### src/rtl/smslot_pkg.sv
package smslot_pkg;
    // bus_sel encoding
    localparam int unsigned SEL_NONE     = 0;
    localparam int unsigned SEL_CPU      = 1;
    localparam int unsigned SEL_DMA_BASE = 2;
    // engine indices, lowest index wins
    localparam int unsigned CH_BITPLANE  = 0;
    localparam int unsigned CH_SPRITE    = 1;
    localparam int unsigned CH_AUDIO     = 2;
    localparam int unsigned CH_DISPLIST  = 3;
    // shared region limits
    localparam int unsigned SHARED_LOG2_BASE = 19;
    localparam int unsigned SHARED_LOG2_EXT  = 20;
endpackage

### src/rtl/smslot_decode.sv
module smslot_decode #(
    parameter int unsigned ADDR_W = 24
) (
    input  logic [ADDR_W-1:0] addr,
    input  logic              ext,
    output logic              in_shared
);
    import smslot_pkg::*;

    // the region must fit in the address width
    localparam logic [ADDR_W-1:0] LIMIT_BASE = ADDR_W'(1) << SHARED_LOG2_BASE;
    localparam logic [ADDR_W-1:0] LIMIT_EXT  = ADDR_W'(1) << SHARED_LOG2_EXT;

    always_comb begin
        in_shared = ext ? (addr < LIMIT_EXT) : (addr < LIMIT_BASE);
    end
endmodule

### src/rtl/smslot_prio.sv
module smslot_prio #(
    parameter int unsigned N = 4
) (
    input  logic [N-1:0] req,
    output logic [N-1:0] gnt
);
    logic [N:0] taken;

    assign taken[0] = 1'b0;
    for (genvar i = 0; i < N; i++) begin : g_chain
        assign gnt[i]     = req[i] & ~taken[i];
        assign taken[i+1] = taken[i] | req[i];
    end
endmodule

### src/rtl/smslot_arbiter.sv
module smslot_arbiter #(
    parameter int unsigned ADDR_W = 24,
    parameter int unsigned NUM_DMA = 4,
    parameter logic [NUM_DMA-1:0] RT_MASK = {NUM_DMA{1'b1}} >> 1,
    parameter int unsigned CNT_W = 16,
    localparam int unsigned SEL_W = $clog2(NUM_DMA + 2)
) (
    input  logic               clk,
    input  logic               rst_n,
    input  logic               steal_en,
    input  logic               shared_1m,
    input  logic               cpu_req,
    input  logic [ADDR_W-1:0]  cpu_addr,
    output logic               cpu_gnt,
    output logic               cpu_wait,
    input  logic [NUM_DMA-1:0] dma_req,
    output logic [NUM_DMA-1:0] dma_gnt,
    output logic [SEL_W-1:0]   bus_sel,
    output logic               odd_slot,
    output logic [CNT_W-1:0]   steal_count
);
    import smslot_pkg::*;

    typedef struct packed {
        logic               slot_odd;
        logic [NUM_DMA-1:0] waited;
        logic [CNT_W-1:0]   steals;
    } arb_state_t;

    arb_state_t st_q, st_d;

    logic               addr_shared;
    logic               cpu_shared_req;
    logic [NUM_DMA-1:0] pick_all;
    logic [NUM_DMA-1:0] pick_rt;
    logic               backlog;
    logic               steal_now;
    logic               cpu_gnt_c;
    logic [NUM_DMA-1:0] dma_gnt_c;
    logic [SEL_W-1:0]   sel_c;

    smslot_decode #(.ADDR_W(ADDR_W)) u_decode (
        .addr      (cpu_addr),
        .ext       (shared_1m),
        .in_shared (addr_shared)
    );

    smslot_prio #(.N(NUM_DMA)) u_pick_all (
        .req (dma_req),
        .gnt (pick_all)
    );

    smslot_prio #(.N(NUM_DMA)) u_pick_rt (
        .req (dma_req & RT_MASK),
        .gnt (pick_rt)
    );

    // grant selection and next state
    always_comb begin
        cpu_shared_req = cpu_req & addr_shared;
        backlog        = |(st_q.waited & dma_req & RT_MASK);
        steal_now      = rst_n & ~st_q.slot_odd & steal_en & backlog;

        cpu_gnt_c = 1'b0;
        dma_gnt_c = '0;
        if (rst_n) begin
            if (st_q.slot_odd) begin
                dma_gnt_c = pick_all;
            end else if (steal_now) begin
                dma_gnt_c = pick_rt;
            end else begin
                cpu_gnt_c = cpu_shared_req;
            end
        end

        sel_c = SEL_W'(SEL_NONE);
        if (cpu_gnt_c) begin
            sel_c = SEL_W'(SEL_CPU);
        end
        for (int i = 0; i < NUM_DMA; i++) begin
            if (dma_gnt_c[i]) begin
                sel_c = SEL_W'(SEL_DMA_BASE + i);
            end
        end

        st_d.slot_odd = ~st_q.slot_odd;
        for (int i = 0; i < NUM_DMA; i++) begin
            st_d.waited[i] = dma_req[i] & ~dma_gnt_c[i] &
                             (st_q.waited[i] | st_q.slot_odd);
        end
        st_d.steals = st_q.steals;
        if (steal_now && cpu_shared_req) begin
            st_d.steals = st_q.steals + CNT_W'(1);
        end
    end

    always_ff @(posedge clk) begin
        if (!rst_n) begin
            st_q <= '0;
        end else begin
            st_q <= st_d;
        end
    end

    assign cpu_gnt     = cpu_gnt_c;
    assign cpu_wait    = cpu_shared_req & ~cpu_gnt_c;
    assign dma_gnt     = dma_gnt_c;
    assign bus_sel     = sel_c;
    assign odd_slot    = st_q.slot_odd;
    assign steal_count = st_q.steals;

    // checks next to the logic they guard
    AST_SLOT_ALTERNATES: assert property (@(posedge clk) disable iff (!rst_n)
        $past(rst_n) |-> (odd_slot != $past(odd_slot)));
    AST_CPU_EVEN_ONLY: assert property (@(posedge clk) disable iff (!rst_n)
        cpu_gnt |-> !odd_slot);
    AST_LIST_NO_EVEN: assert property (@(posedge clk) disable iff (!rst_n)
        !odd_slot |-> !dma_gnt[CH_DISPLIST]);
    AST_NO_STEAL_WHEN_OFF: assert property (@(posedge clk) disable iff (!rst_n)
        (!odd_slot && !steal_en) |-> (dma_gnt == '0));
    AST_PRIVATE_NO_WAIT: assert property (@(posedge clk) disable iff (!rst_n)
        (cpu_req && !addr_shared) |-> (!cpu_wait && !cpu_gnt));
    AST_SINGLE_GRANT: assert property (@(posedge clk) disable iff (!rst_n)
        $onehot0({cpu_gnt, dma_gnt}));
    AST_COUNT_HOLDS_ON_CPU: assert property (@(posedge clk) disable iff (!rst_n)
        cpu_gnt |=> $stable(steal_count));
endmodule

### config.mk
export PLATFORM = sky130hd
export DESIGN_NAME = smslot_arbiter
export DESIGN_NICKNAME = d
export VERILOG_FILES = /design/src/rtl/smslot_pkg.sv /design/src/rtl/smslot_decode.sv /design/src/rtl/smslot_prio.sv /design/src/rtl/smslot_arbiter.sv
export SDC_FILE = /design/constraint.sdc
export NUM_CORES = 1
export LEC_CHECK = 0
export ABC_AREA = 1
export BUFFER_PORTS_ARGS = -buffer_cell sky130_fd_sc_hd__buf_4
export CORE_AREA = 2 2 66 68
export CTS_CLUSTER_DIAMETER = 60
export DETAILED_ROUTE_END_ITERATION = 10
export DIE_AREA = 0 0 68 70
export GPL_ROUTABILITY_DRIVEN = 0
export SLEW_MARGIN = 0
export SYNTH_ARGS = -nofsm -noshare
export SYNTH_HDL_FRONTEND = slang
export SYNTH_SLANG_ARGS = --single-unit
### constraint.sdc
create_clock -name clk -period 1.6 [get_ports clk]
set_clock_uncertainty 0.15 [all_clocks]
set_input_delay 0.24 -clock clk [delete_from_list [all_inputs] [get_ports clk]]
set_output_delay 0.24 -clock clk [all_outputs]
set_load 0.005 [all_outputs]
Yosys cells after proc, flatten, opt, wreduce, memory -nomap -nowiden

Index checks and enable logic that the tools add are counted.

Flip-flop bits (word level): 21

Bitwise logic cells: 32
Add/subtract/negate cells: 1
Muxes and demuxes: 12
Reductions and logical operators: 2
Order comparisons: 2

Operator list:

| operator                                                                       | count |
|---|---|
| 24-bit by 20-bit less-than comparator with 1-bit output, second input constant | 1 |
| 24-bit by 21-bit less-than comparator with 1-bit output, second input constant | 1 |
| 16-bit by 1-bit adder with 16-bit output, second input constant                | 1 |
| 1-bit AND                                                                      | 16 |
| 3-bit two-way mux                                                              | 5 |
| 1-bit inverter                                                                 | 9 |
| 4-bit two-way mux                                                              | 2 |
| 1-bit OR                                                                       | 6 |
| 1-bit two-way mux                                                              | 5 |
| 3-bit AND                                                                      | 1 |
| 3-bit OR reduction                                                             | 1 |
| 1-bit logical AND                                                              | 1 |

Longest topological paths before layout

Gate-level depths: netlist (run 1).

Depth in word-level cells: 12
Depth in mapped cells: 9

Cells and area by module

Synthesis (run 1) repeated with hierarchy kept, for this count alone.

Cells, all modules: 227
Area, all modules: 1360.1 µm²

Modules (own cells, without submodules):

| module         | instances | cells an instance | area each (µm²) |
|---|---|---|---|
| smslot_arbiter | 1         | 203               | 1260.0 |
| smslot_prio    | 2         | 9                 | 37.5 |
| smslot_decode  | 1         | 6                 | 25.0 |

Least setup slack after synthesis (run 1)

Ideal clock, no wire load.

Path kind: flip-flop to flip-flop
From: reg st_q (netlist bit steal_count[0])
To: reg st_q (netlist bit steal_count[14])
Stages on the path, launching flop included: 9
Setup time: 0.138 ns
Required time: 1.312 ns
Path slack: 0.094 ns
Path buffers: 0
Arrival: 1.218 ns
Cell sequence: dfxtp_1 ha_1 nand3_1 nor2_1 nand3_1 nand2_1 nand2_1 nand2_1 a21oi_1

Cells in the longest elaborated chain, start to end: 1

RTL lines:

| element                                  | RTL line              | RTL |
|---|---|---|
| start, declared                          | smslot_arbiter.sv:30  | `arb_state_t st_q, st_d;` |
| start signal, assigned                   | smslot_arbiter.sv:101 | `st_q <= st_d;` |
| 16-bit by 1-bit adder with 16-bit output | smslot_arbiter.sv:93  | `st_d.steals = st_q.steals + CNT_W'(1);` |

No other way between the ends.
A chain may end at the register's enable or synchronous reset.

Worst setup path in the final report (run 1)

From: reg st_q[18] (netlist bit)
To: out bus_sel[2]

Cells in the longest elaborated chain, start to end: 9

RTL lines:

| element                          | RTL line             | RTL |
|---|---|---|
| 3-bit AND *                      | smslot_arbiter.sv:61 | `backlog = \|(st_q.waited & dma_req & RT_MASK);` |
| 3-bit OR reduction *             | smslot_arbiter.sv:61 |  |
| 1-bit AND *                      | smslot_arbiter.sv:62 | `steal_now = rst_n & ~st_q.slot_odd & steal_en & backlog;` |
| 3-bit two-way mux *              | smslot_arbiter.sv:69 | `end else if (steal_now) begin` |
| 4-bit two-way mux *              | smslot_arbiter.sv:67 | `if (st_q.slot_odd) begin` |
| 4-bit two-way mux *              | smslot_arbiter.sv:66 | `if (rst_n) begin` |
| 3-bit two-way mux                | smslot_arbiter.sv:81 | `if (dma_gnt_c[i]) begin` |
| 3-bit two-way mux * (2 in a row) | smslot_arbiter.sv:81 |  |
| end, declared                    | smslot_arbiter.sv:18 | `output logic [SEL_W-1:0] bus_sel,` |

Every way passes the cells marked *; elsewhere a longest branch is shown, timed or not.

==> impl_metrics.csv, run 1 <==
group,metric,value,unit
synthesis,synth_nets,245,
sta,finalSetupViolCount,6,
floorplan,die_w,68,µm
power,swShare,23.22,%
layout,diodes,0,
grt,grt_pass1_vias,1210,
synthesis,synth_seq_cells,20,
drt,wl,3215,µm
grt,antenna_found_initial,0,
sta,min_period,1638,ps
worst_setup_path,critPathCaptureType,"output port",
worst_setup_path,cp_max_fo,4,
drt,postRouteAntennaNets,0,
status,violations,"setup timing",
placement,place_area,1668,µm²
placement,hpwl,2386,µm
synthesis,synthCells,211,
synthesis,netlist_area,1359,µm²
grt,grt_usage,13.80,%
clock_network,cts-hold-fix-buffers,0,
power,leakagePower,0.8630,nW
synthesis,synth_top_area_share,29.47,%
layout,finish.utilization,44.47,%
clock_network,clk-insertion-delay-late,250,ps
synthesis,ys_top_cells_by_area,"dfxtp_1 29%, nand2_1 20%, buf_4 8.8%",
power,internal_power,0.7243,mW
synthesis,netlist-cell-type-count,21,
worst_setup_path,slowest_stage,"dfxtp_1",
floorplan,die_height,70,µm
drt,wire_per_inst,10.58,µm
synthesis,avgSynthCellArea,6.440,µm²
placement,pre_cts_ws,45.06,ps
placement,port_buffers,39,
status,status,"complete, but fails checks",
clock_network,cts.htree.levels,1,
worst_setup_path,required,1210,ps
layout,drive_gt1_share,34.52,%
layout,layout.nets,288,
power,peakVddDrop,0.5112,mV
drt,viasPerCell,4.414,
clock_network,cts-root-buf,"clkbuf_8",
synthesis,synth.most_common_cell,"nand2_1",
power,pwr-share-seq,53.6,%
synthesis,ys_top_cells_by_count,"73 x nand2_1, 23 x nor2_1, 22 x inv_1",
sta,timing.final.crit_share,102.4,%
drt,dr.pass1.iters,4,
layout,fin_cells,304,
run,cap_violations,0,
floorplan,io_pins,59,
clock_network,numCtsBuffers,3,
worst_setup_path,start_kind,"flip-flop",
grt,global_route.overflow_total,0,
layout,fillers,449,
placement,dpl.cell_count,296,
clock_network,numClockSinks,20,
clock_network,clk_pin_slew,70,ps
power,combPwrFrac,11.7,%
worst_setup_path,max_stage_delay,340,ps
power,switchingPower,0.2190,mW
floorplan,num_rows,24,
worst_setup_path,worst-setup-path-type,"reg2out",
worst_setup_path,cp.arrival,1250,ps
sta,slew_headroom,82.75,%
drt,dr_total_vias,1342,
sta,setup_ws,-38.29,ps
grt,grt_max_degree,17,
drt,drtIter0Drc,38,
floorplan,start_util,32.79,%
drt,post-route-drc-count,0,
layout,syn_to_final_growth,35.64,%
power,power.density,511.9,nW/µm²
min_path,min_path_type,"in2reg",
sta,tightest_slew,257.8,ps
worst_setup_path,crit_chain,"nand2_1, nand3_2, nand3_4, nand2_4, nand3_2, nand2_1, buf_4",
clock_network,cts_tree,"yes",
sta,hold_viol,0,
floorplan,core-area,4144,µm²
power,total_power,0.9434,mW
synthesis,async_flop_share,0,%
synthesis,synth-warning-count,0,
floorplan,die-area,4760,µm²
power,clock_power_share,34.7,%
synthesis,synth.yosys.seq_area_share,29.47,%
layout,final_cell_area,1843,µm²
sta,fmax,610.4,MHz
grt,grt_pass1_wl,5209,µm
synthesis,yosys.area.top_type,"dfxtp_1",
clock_network,clock_path_buffers,2,
synthesis,synth_edf_count,0,
sta,rsz0062_at_grt,"yes",
synthesis,ys.flop_type,"dfxtp_1",
sta,drv_slew,0,
-- stage by stage --
stage               hold WS (ps)  TNS [ps]
floorplan                  225.7         0
global placement           291.0         0
detailed placement         296.0         0
CTS                        110.0    -63.41
global route               121.4    -702.6
finish                     116.0    -117.1
-- power groups by stage --
| stage | Combinational, mW | Sequential [mW] | Clock (mW) |
|---|---|---|---|
| 2_1_floorplan | 0.0347 | 0.518 | 0 |
| 3_3_place_gp | 0.0851 | 0.517 | 0 |
| 3_5_place_dp | 0.0852 | 0.518 | 0 |
| 4_1_cts | 0.0922 | 0.506 | 0.343 |
| 5_1_grt | 0.118 | 0.506 | 0.372 |
| 6_report | 0.110 | 0.506 | 0.327 |
-- state kept, by name, indices dropped and copies added (netlist names) --
signal       cells
odd_slot         1
steal_count     16
st_q             3
-- final cells by class --
class                           instances  area (µm²)  area share, %
Clock buffer                            3       41.29          2.240
Sequential cell                        20       406.6          22.06
Timing Repair Buffer                   57       439.2          23.83
Tap cell                               52       65.06          3.530
Multi-Input combinational cell        148       795.8          43.18
Inverter                               24       95.09          5.160
-- kinds of logic after synthesis --
group / count (synthesis) / synth area share (%)
adder cells (fa/ha/maj): 1 / 0.9207
XOR/XNOR: 7 / 4.512
AND/OR/NAND/NOR: 118 / 38.49
buffers and inverters: 43 / 17.40
AO/OA/AOI/OAI: 22 / 9.208
flip-flops: 20 / 29.47
-- critical path: cells and delay by family, from the launching register on --
| kind | cells | cell delay [ps] |
|---|---|---|
| buffers and inverters | 1 | 100 |
| DFF | 1 | 340 |
| and+or+nand+nor | 6 | 560 |
-- path summary, 6_finish.rpt --
check | start | to | slack (ps) | cells after the start
setup / recovery | st_q[18] | bus_sel[2] | -40 | 7
hold / removal | rst_n | steal_count[1] | 120 | 3
setup reg to reg | st_q[18] | steal_count[6] | 130 | 8
hold reg to reg | st_q[16] | st_q[16] | 330 | 2
-- layout by cell type, fill, tap and decap left out, types with 3 or more instances in the layout --
cell type	n
buf_4	54
xnor2_1	4
nand3_2	5
xor2_1	3
nand3_1	5
o21ai_0	6
clkbuf_8	3
a21oi_2	4
nand4_1	5
buf_6	3
a21oi_1	12
nand2_4	3
nor2_1	22
nand2_1	70
dfxtp_1	17
inv_2	3
inv_1	19
-- routing by layer --
metal / global-route usage, % / share of wire [%] / vias up
met4: 3.111 / 1.0 / 0
met2: 23.19 / 48 / 34
met1: 17.48 / 46 / 578
met5: 0 / 0 / -
li1: - / - / 726
met3: 3.382 / 4.8 / 4
-- timing repair --
action / CTS / global route
gates resized for setup: 8 / 21
buffers inserted: 2 / 3
pin swaps: 4 / 8
setup endpoints to repair: 9 / 13
endpoints found under the hold margin: 0 / 0
No activity file was read; power rests on OpenSTA's default activity.
==> run 2, diff against run 1 <==
- PLACE_DENSITY_LB_ADDON: default -> 0.05
==> run 2 against run 1 <==
The run still ends with setup timing left. Register-to-register slack worse by 90 ps. Critical path depth up 1. First-iteration DRC count up 74%. Total power up 3.1%. Worst setup slack worse by 58 ps. Routed wire length up 11%. Critical path type unchanged. Critical endpoint is now bus_sel[0].
==> impl_metrics.csv, run 2 (synthesized netlist as in run 1, its figures left out) <==
group,metric,value,unit
status,status,"complete, but fails checks",
status,violations,"setup timing",
grt,grt_pass1_wl,6058,µm
clock_network,numClockSinks,20,
worst_setup_path,worst-setup-path-type,"reg2out",
clock_network,clk-insertion-delay-late,260,ps
worst_setup_path,rr_startpoint,"odd_slot",
layout,drive_gt1_share,40.08,%
grt,grt_usage,16.21,%
clock_network,clock_path_buffers,2,
min_path,min_path_type,"in2reg",
floorplan,die-area,4760,µm²
sta,rsz0062_at_grt,"yes",
sta,min_period,1696,ps
clock_network,cts.htree.levels,1,
clock_network,cts-hold-fix-buffers,0,
clock_network,cts-root-buf,"clkbuf_8",
floorplan,core-area,4144,µm²
grt,grt_max_degree,17,
layout,syn_to_final_growth,44.75,%
drt,viasPerCell,4.379,
sta,finalSetupViolCount,8,
worst_setup_path,start_kind,"flip-flop",
layout,diodes,0,
sta,drv_slew,0,
placement,hpwl,2607,µm
drt,wl,3576,µm
clock_network,cts_tree,"yes",
worst_setup_path,cp_max_fo,3,
layout,final_cell_mix,"68 x nand2_1, 59 x buf_4, 18 x nor2_1, 18 x inv_1, 17 x dfxtp_1",
power,pwr-share-seq,51.9,%
sta,fmax,589.7,MHz
sta,hold_viol,0,
power,clock_power_share,35.1,%
floorplan,die_height,70,µm
power,power.density,494.4,nW/µm²
layout,finish.utilization,47.46,%
worst_setup_path,critPathCaptureType,"output port",
sta,whs,118.7,ps
layout,fillers,443,
clock_network,numCtsBuffers,3,
grt,global_route.overflow_total,0,
drt,postRouteAntennaNets,0,
sta,slew_headroom,83.74,%
run,cap_violations,0,
worst_setup_path,rr_endpoint,"steal_count[3]",
placement,port_buffers,39,
power,leakagePower,0.9106,nW
min_path,min_from,"dma_req[0]",
drt,dr_total_vias,1375,
sta,timing.final.crit_share,106.0,%
drt,post-route-drc-count,0,
grt,antenna_found_initial,0,
floorplan,io_pins,59,
floorplan,num_rows,24,
layout,largest_reg_flops,16,
layout,layout.nets,298,
drt,dr.pass1.iters,5,
grt,grt_pass1_vias,1291,
power,internal_power,0.7367,mW
floorplan,start_util,32.79,%
sta,setup_ws,-95.81,ps
drt,wire_per_inst,11.39,µm
min_path,hold_end,"st_q[16]",
power,swShare,24.24,%
worst_setup_path,r2r_setup_slack,40,ps
layout,layout_commonest_cell,"nand2_1",
sta,tightest_slew,243.0,ps
worst_setup_path,cp.arrival,1310,ps
power,peakVddDrop,0.2575,mV
clock_network,clk_pin_slew,80,ps
min_path,hold_depth,3,
worst_setup_path,required,1210,ps
drt,drtIter0Drc,66,
worst_setup_path,worst-r2r-cell-count,8,
power,combPwrFrac,13.0,%
floorplan,die_w,68,µm
power,switchingPower,0.2357,mW
run 2: how the worst max path moves through the flow:
stage                   start              end  slack [ps]
2_1_floorplan  steal_count[0]  steal_count[14]          90
3_3_place_gp         odd_slot       bus_sel[0]          20
3_5_place_dp         odd_slot       bus_sel[0]           9
4_1_cts              odd_slot       bus_sel[0]        -100
5_1_grt              odd_slot       bus_sel[2]        -150
6_report             odd_slot       bus_sel[0]        -100
run 2: stage by stage:
stage               area [µm²]  power [mW]  setup slack, ps  TNS, ps  instances
floorplan                 1359      0.5525            94.12        0        211
global placement          1690      0.6069            15.29        0        299
global route              1967       1.018           -152.4    -1187        314
finish                    1967      0.9724           -95.81   -480.1        314
CTS                       1848      0.9781           -96.99   -574.7        309
detailed placement        1690      0.6069            8.684        0        299
run 2: what timing repair did:
| action | in CTS | in global routing |
|---|---|---|
| gates resized for setup | 20 | 20 |
| endpoints found under the hold margin | 0 | 0 |
| cloned | 0 | 1 |
| pin swaps | 9 | 5 |
| buffers inserted | 7 | 4 |
| endpoints found under the setup margin | 8 | 24 |
run 2: per-layer routing:
| layer | GRT usage (%) | vias to the layer above | share of wire (%) |
|---|---|---|---|
| met1 | 23.18 | 604 | 48 |
| li1 | - | 743 | - |
| met4 | 2.667 | 0 | 0.36 |
| met5 | 0 | - | 0 |
| met2 | 25.46 | 26 | 48 |
| met3 | 3.060 | 2 | 3.4 |
run 2: layout make-up:
class | count | area [µm²] | share of cell area [%]
Timing Repair Buffer | 67 | 555.5 | 28.24
Multi-Input combinational cell | 148 | 808.3 | 41.09
Tap cell | 52 | 65.06 | 3.308
Inverter | 24 | 92.59 | 4.707
Clock buffer | 3 | 41.29 | 2.099
Sequential cell | 20 | 404.1 | 20.55
run 2: worst max-delay path, cell delays in order, from the launching register on:
cell,delay (ps)
dfxtp_2,340
buf_6,120
nor2_8,90
nand3_4,100
nand2_2,90
inv_2,50
nand2_4,70
nand3_2,60
buf_6,120
run 2: power groups by stage:
| stage | clock network [mW] | registers (mW) | logic [mW] |
|---|---|---|---|
| 6_report | 0.342 | 0.505 | 0.126 |
| 5_1_grt | 0.376 | 0.505 | 0.137 |
| 3_3_place_gp | 0 | 0.516 | 0.0913 |
| 3_5_place_dp | 0 | 0.515 | 0.0915 |
| 4_1_cts | 0.360 | 0.504 | 0.114 |
| 2_1_floorplan | 0 | 0.518 | 0.0347 |
==> run 3, diff against run 2 <==
--- a/constraint.sdc
+++ b/constraint.sdc
@@ -4,2 +4,2 @@
 set_output_delay 0.24 -clock clk [all_outputs]
-set_load 0.005 [all_outputs]
+set_load 0.05 [all_outputs]
==> run 3 against run 2 <==
The run still ends with setup timing left. Combinational power is 24% higher. Count of clock-buffer cells in the layout is 1 higher. Global-route usage increased by 0.29 points. Clock power rose by 16%. Die area unchanged. Sequential share of layout area down 0.61 points. Cell area up 5.3%. Sequential power about the same. Via count increased by 1.9%. Utilization rose by 2.5 points. Critical endpoint is now dma_gnt[0].
==> impl_metrics.csv, run 3 (synthesized netlist as in run 1, its figures left out) <==
group,metric,value,unit
worst_setup_path,crit_top_cell,"nand3_2",
worst_setup_path,max_stage_delay,340,ps
floorplan,die_w,68,µm
floorplan,io_pins,59,
clock_network,clk_pin_slew,80,ps
layout,layout_commonest_cell,"nand2_1",
worst_setup_path,critPathCaptureType,"output port",
sta,setup_ws,-106.5,ps
clock_network,cts_tree,"yes",
power,combPwrFrac,14.7,%
grt,grt_pass1_wl,6120,µm
floorplan,start_util,32.79,%
layout,diodes,0,
grt,use_met3,3.382,%
sta,fmax,586.0,MHz
layout,final_cell_area,2071,µm²
layout,drive_gt1_share,47.13,%
sta,timing.final.crit_share,106.7,%
drt,post-route-drc-count,0,
grt,grt.busiest_layer,"met2",
sta,min_period,1707,ps
worst_setup_path,slowest_stage,"dfxtp_2",
power,swShare,25.48,%
floorplan,die_height,70,µm
status,status,"complete, but fails checks",
grt,grt_pass1_vias,1415,
clock_network,numClockSinks,20,
power,switchingPower,0.2705,mW
power,total_power,1.062,mW
drt,wl,3482,µm
power,internal_power,0.7914,mW
placement,hpwl,2582,µm
status,violations,"setup timing",
power,pwr-share-seq,47.8,%
drt,postRouteAntennaNets,0,
clock_network,clk-insertion-delay-late,260,ps
placement,place_area,1758,µm²
drt,viasPerCell,4.476,
worst_setup_path,crit_chain,"nand2_1, nand3_2, nand3_4, nand2_4, nand3_2, clkinvlp_4, buf_8",
floorplan,core-area,4144,µm²
layout,finish.utilization,49.97,%
grt,grt_max_degree,17,
power,peakVddDrop,0.1923,mV
worst_setup_path,required,1210,ps
sta,hold_viol,0,
sta,tns,-1523,ps
sta,rsz0062_at_grt,"yes",
worst_setup_path,crit_family,"simple AND/OR/NAND/NOR gates",
placement,port_buffers,39,
min_path,hold_depth,4,
floorplan,die-area,4760,µm²
clock_network,clock_path_buffers,2,
clock_network,cts-root-buf,"clkbuf_8",
drt,wire_per_inst,11.12,µm
worst_setup_path,cp_max_fo,4,
drt,drtIter0Drc,56,
drt,dr_total_vias,1401,
power,leakagePower,0.9132,nW
clock_network,numCtsBuffers,3,
worst_setup_path,worst-setup-path-type,"reg2out",
layout,largest_reg_flops,16,
grt,grt_usage,16.50,%
min_path,min_from,"dma_req[0]",
sta,slew_headroom,78.94,%
grt,global_route.overflow_total,0,
grt,globalRouteMet2Util,28.16,%
worst_setup_path,start_kind,"flip-flop",
layout,syn_to_final_growth,52.39,%
run,cap_violations,0,
clock_network,cts.htree.levels,1,
worst_setup_path,cp.arrival,1320,ps
floorplan,num_rows,24,
worst_setup_path,worst-r2r-cell-count,10,
sta,tightest_slew,314.7,ps
sta,finalSetupViolCount,22,
worst_setup_path,rr_startpoint,"st_q[18]",
grt,antenna_found_initial,0,
layout,layout.nets,296,
power,power.density,512.8,nW/µm²
min_path,min_path_type,"in2reg",
layout,final_cell_mix,"61 x nand2_1, 53 x buf_4, 21 x nor2_1",
worst_setup_path,path_buf_inv,2,
min_path,hold_end,"st_q[16]",
worst_setup_path,rr_endpoint,"steal_count[0]",
drt,dr.pass1.iters,4,
power,clock_power_share,37.5,%
worst_setup_path,r2r_setup_slack,-80,ps
sta,drv_slew,0,
grt,met1_usage,20.36,%
run 3: per-layer routing:
layer	part of all wire, %	wire, µm
met1	42	1463
met2	52	1815
met3	4.8	167
met4	1.0	36
met5	0	0
run 3: repair_timing:
| item | CTS | global route |
|---|---|---|
| endpoints found under the setup margin | 9 | 25 |
| buffers inserted | 5 | 2 |
| hold buffers | 0 | 0 |
| resized for setup | 36 | 28 |
| pin swaps | 6 | 10 |
run 3: metrics by stage:
stage          worst slack [ps]  hold slack [ps]  cells
3_3_place_gp             -27.54            343.4    302
6_report                 -106.5            184.9    313
2_1_floorplan            -112.7            225.7    211
5_1_grt                  -185.6            195.5    313
4_1_cts                  -115.0            173.7    311
3_5_place_dp             -30.82            333.1    302
run 3: power groups by stage:
stage / Combinational, mW / Sequential, mW / Clock, mW
3_3_place_gp: 0.120 / 0.519 / 0
5_1_grt: 0.168 / 0.508 / 0.435
4_1_cts: 0.152 / 0.508 / 0.421
6_report: 0.156 / 0.508 / 0.398
2_1_floorplan: 0.0591 / 0.524 / 0
3_5_place_dp: 0.120 / 0.518 / 0
run 3: final cells by class:
type / count / area, µm²
clock buffer: 4 / 55.05
fill: 448 / 2073
inverter: 24 / 113.9
multi-input combinational: 148 / 860.8
sequential: 20 / 412.9
tap: 52 / 65.06
timing repair buffer: 65 / 563.0
run 3: worst max-delay path by stage:
stage / start / end / cells after the start
floorplan: odd_slot / bus_sel[0] / 5
global placement: dma_req[0] / dma_gnt[0] / 8
detailed placement: dma_req[0] / dma_gnt[0] / 8
CTS: odd_slot / dma_gnt[1] / 6
global route: st_q[17] / bus_sel[1] / 7
finish: st_q[18] / dma_gnt[0] / 7
run 3: worst min-delay path: stages:
cell     delay, ps
buf_4          110
nand2_2         80
buf_4          100
nor2_1          30
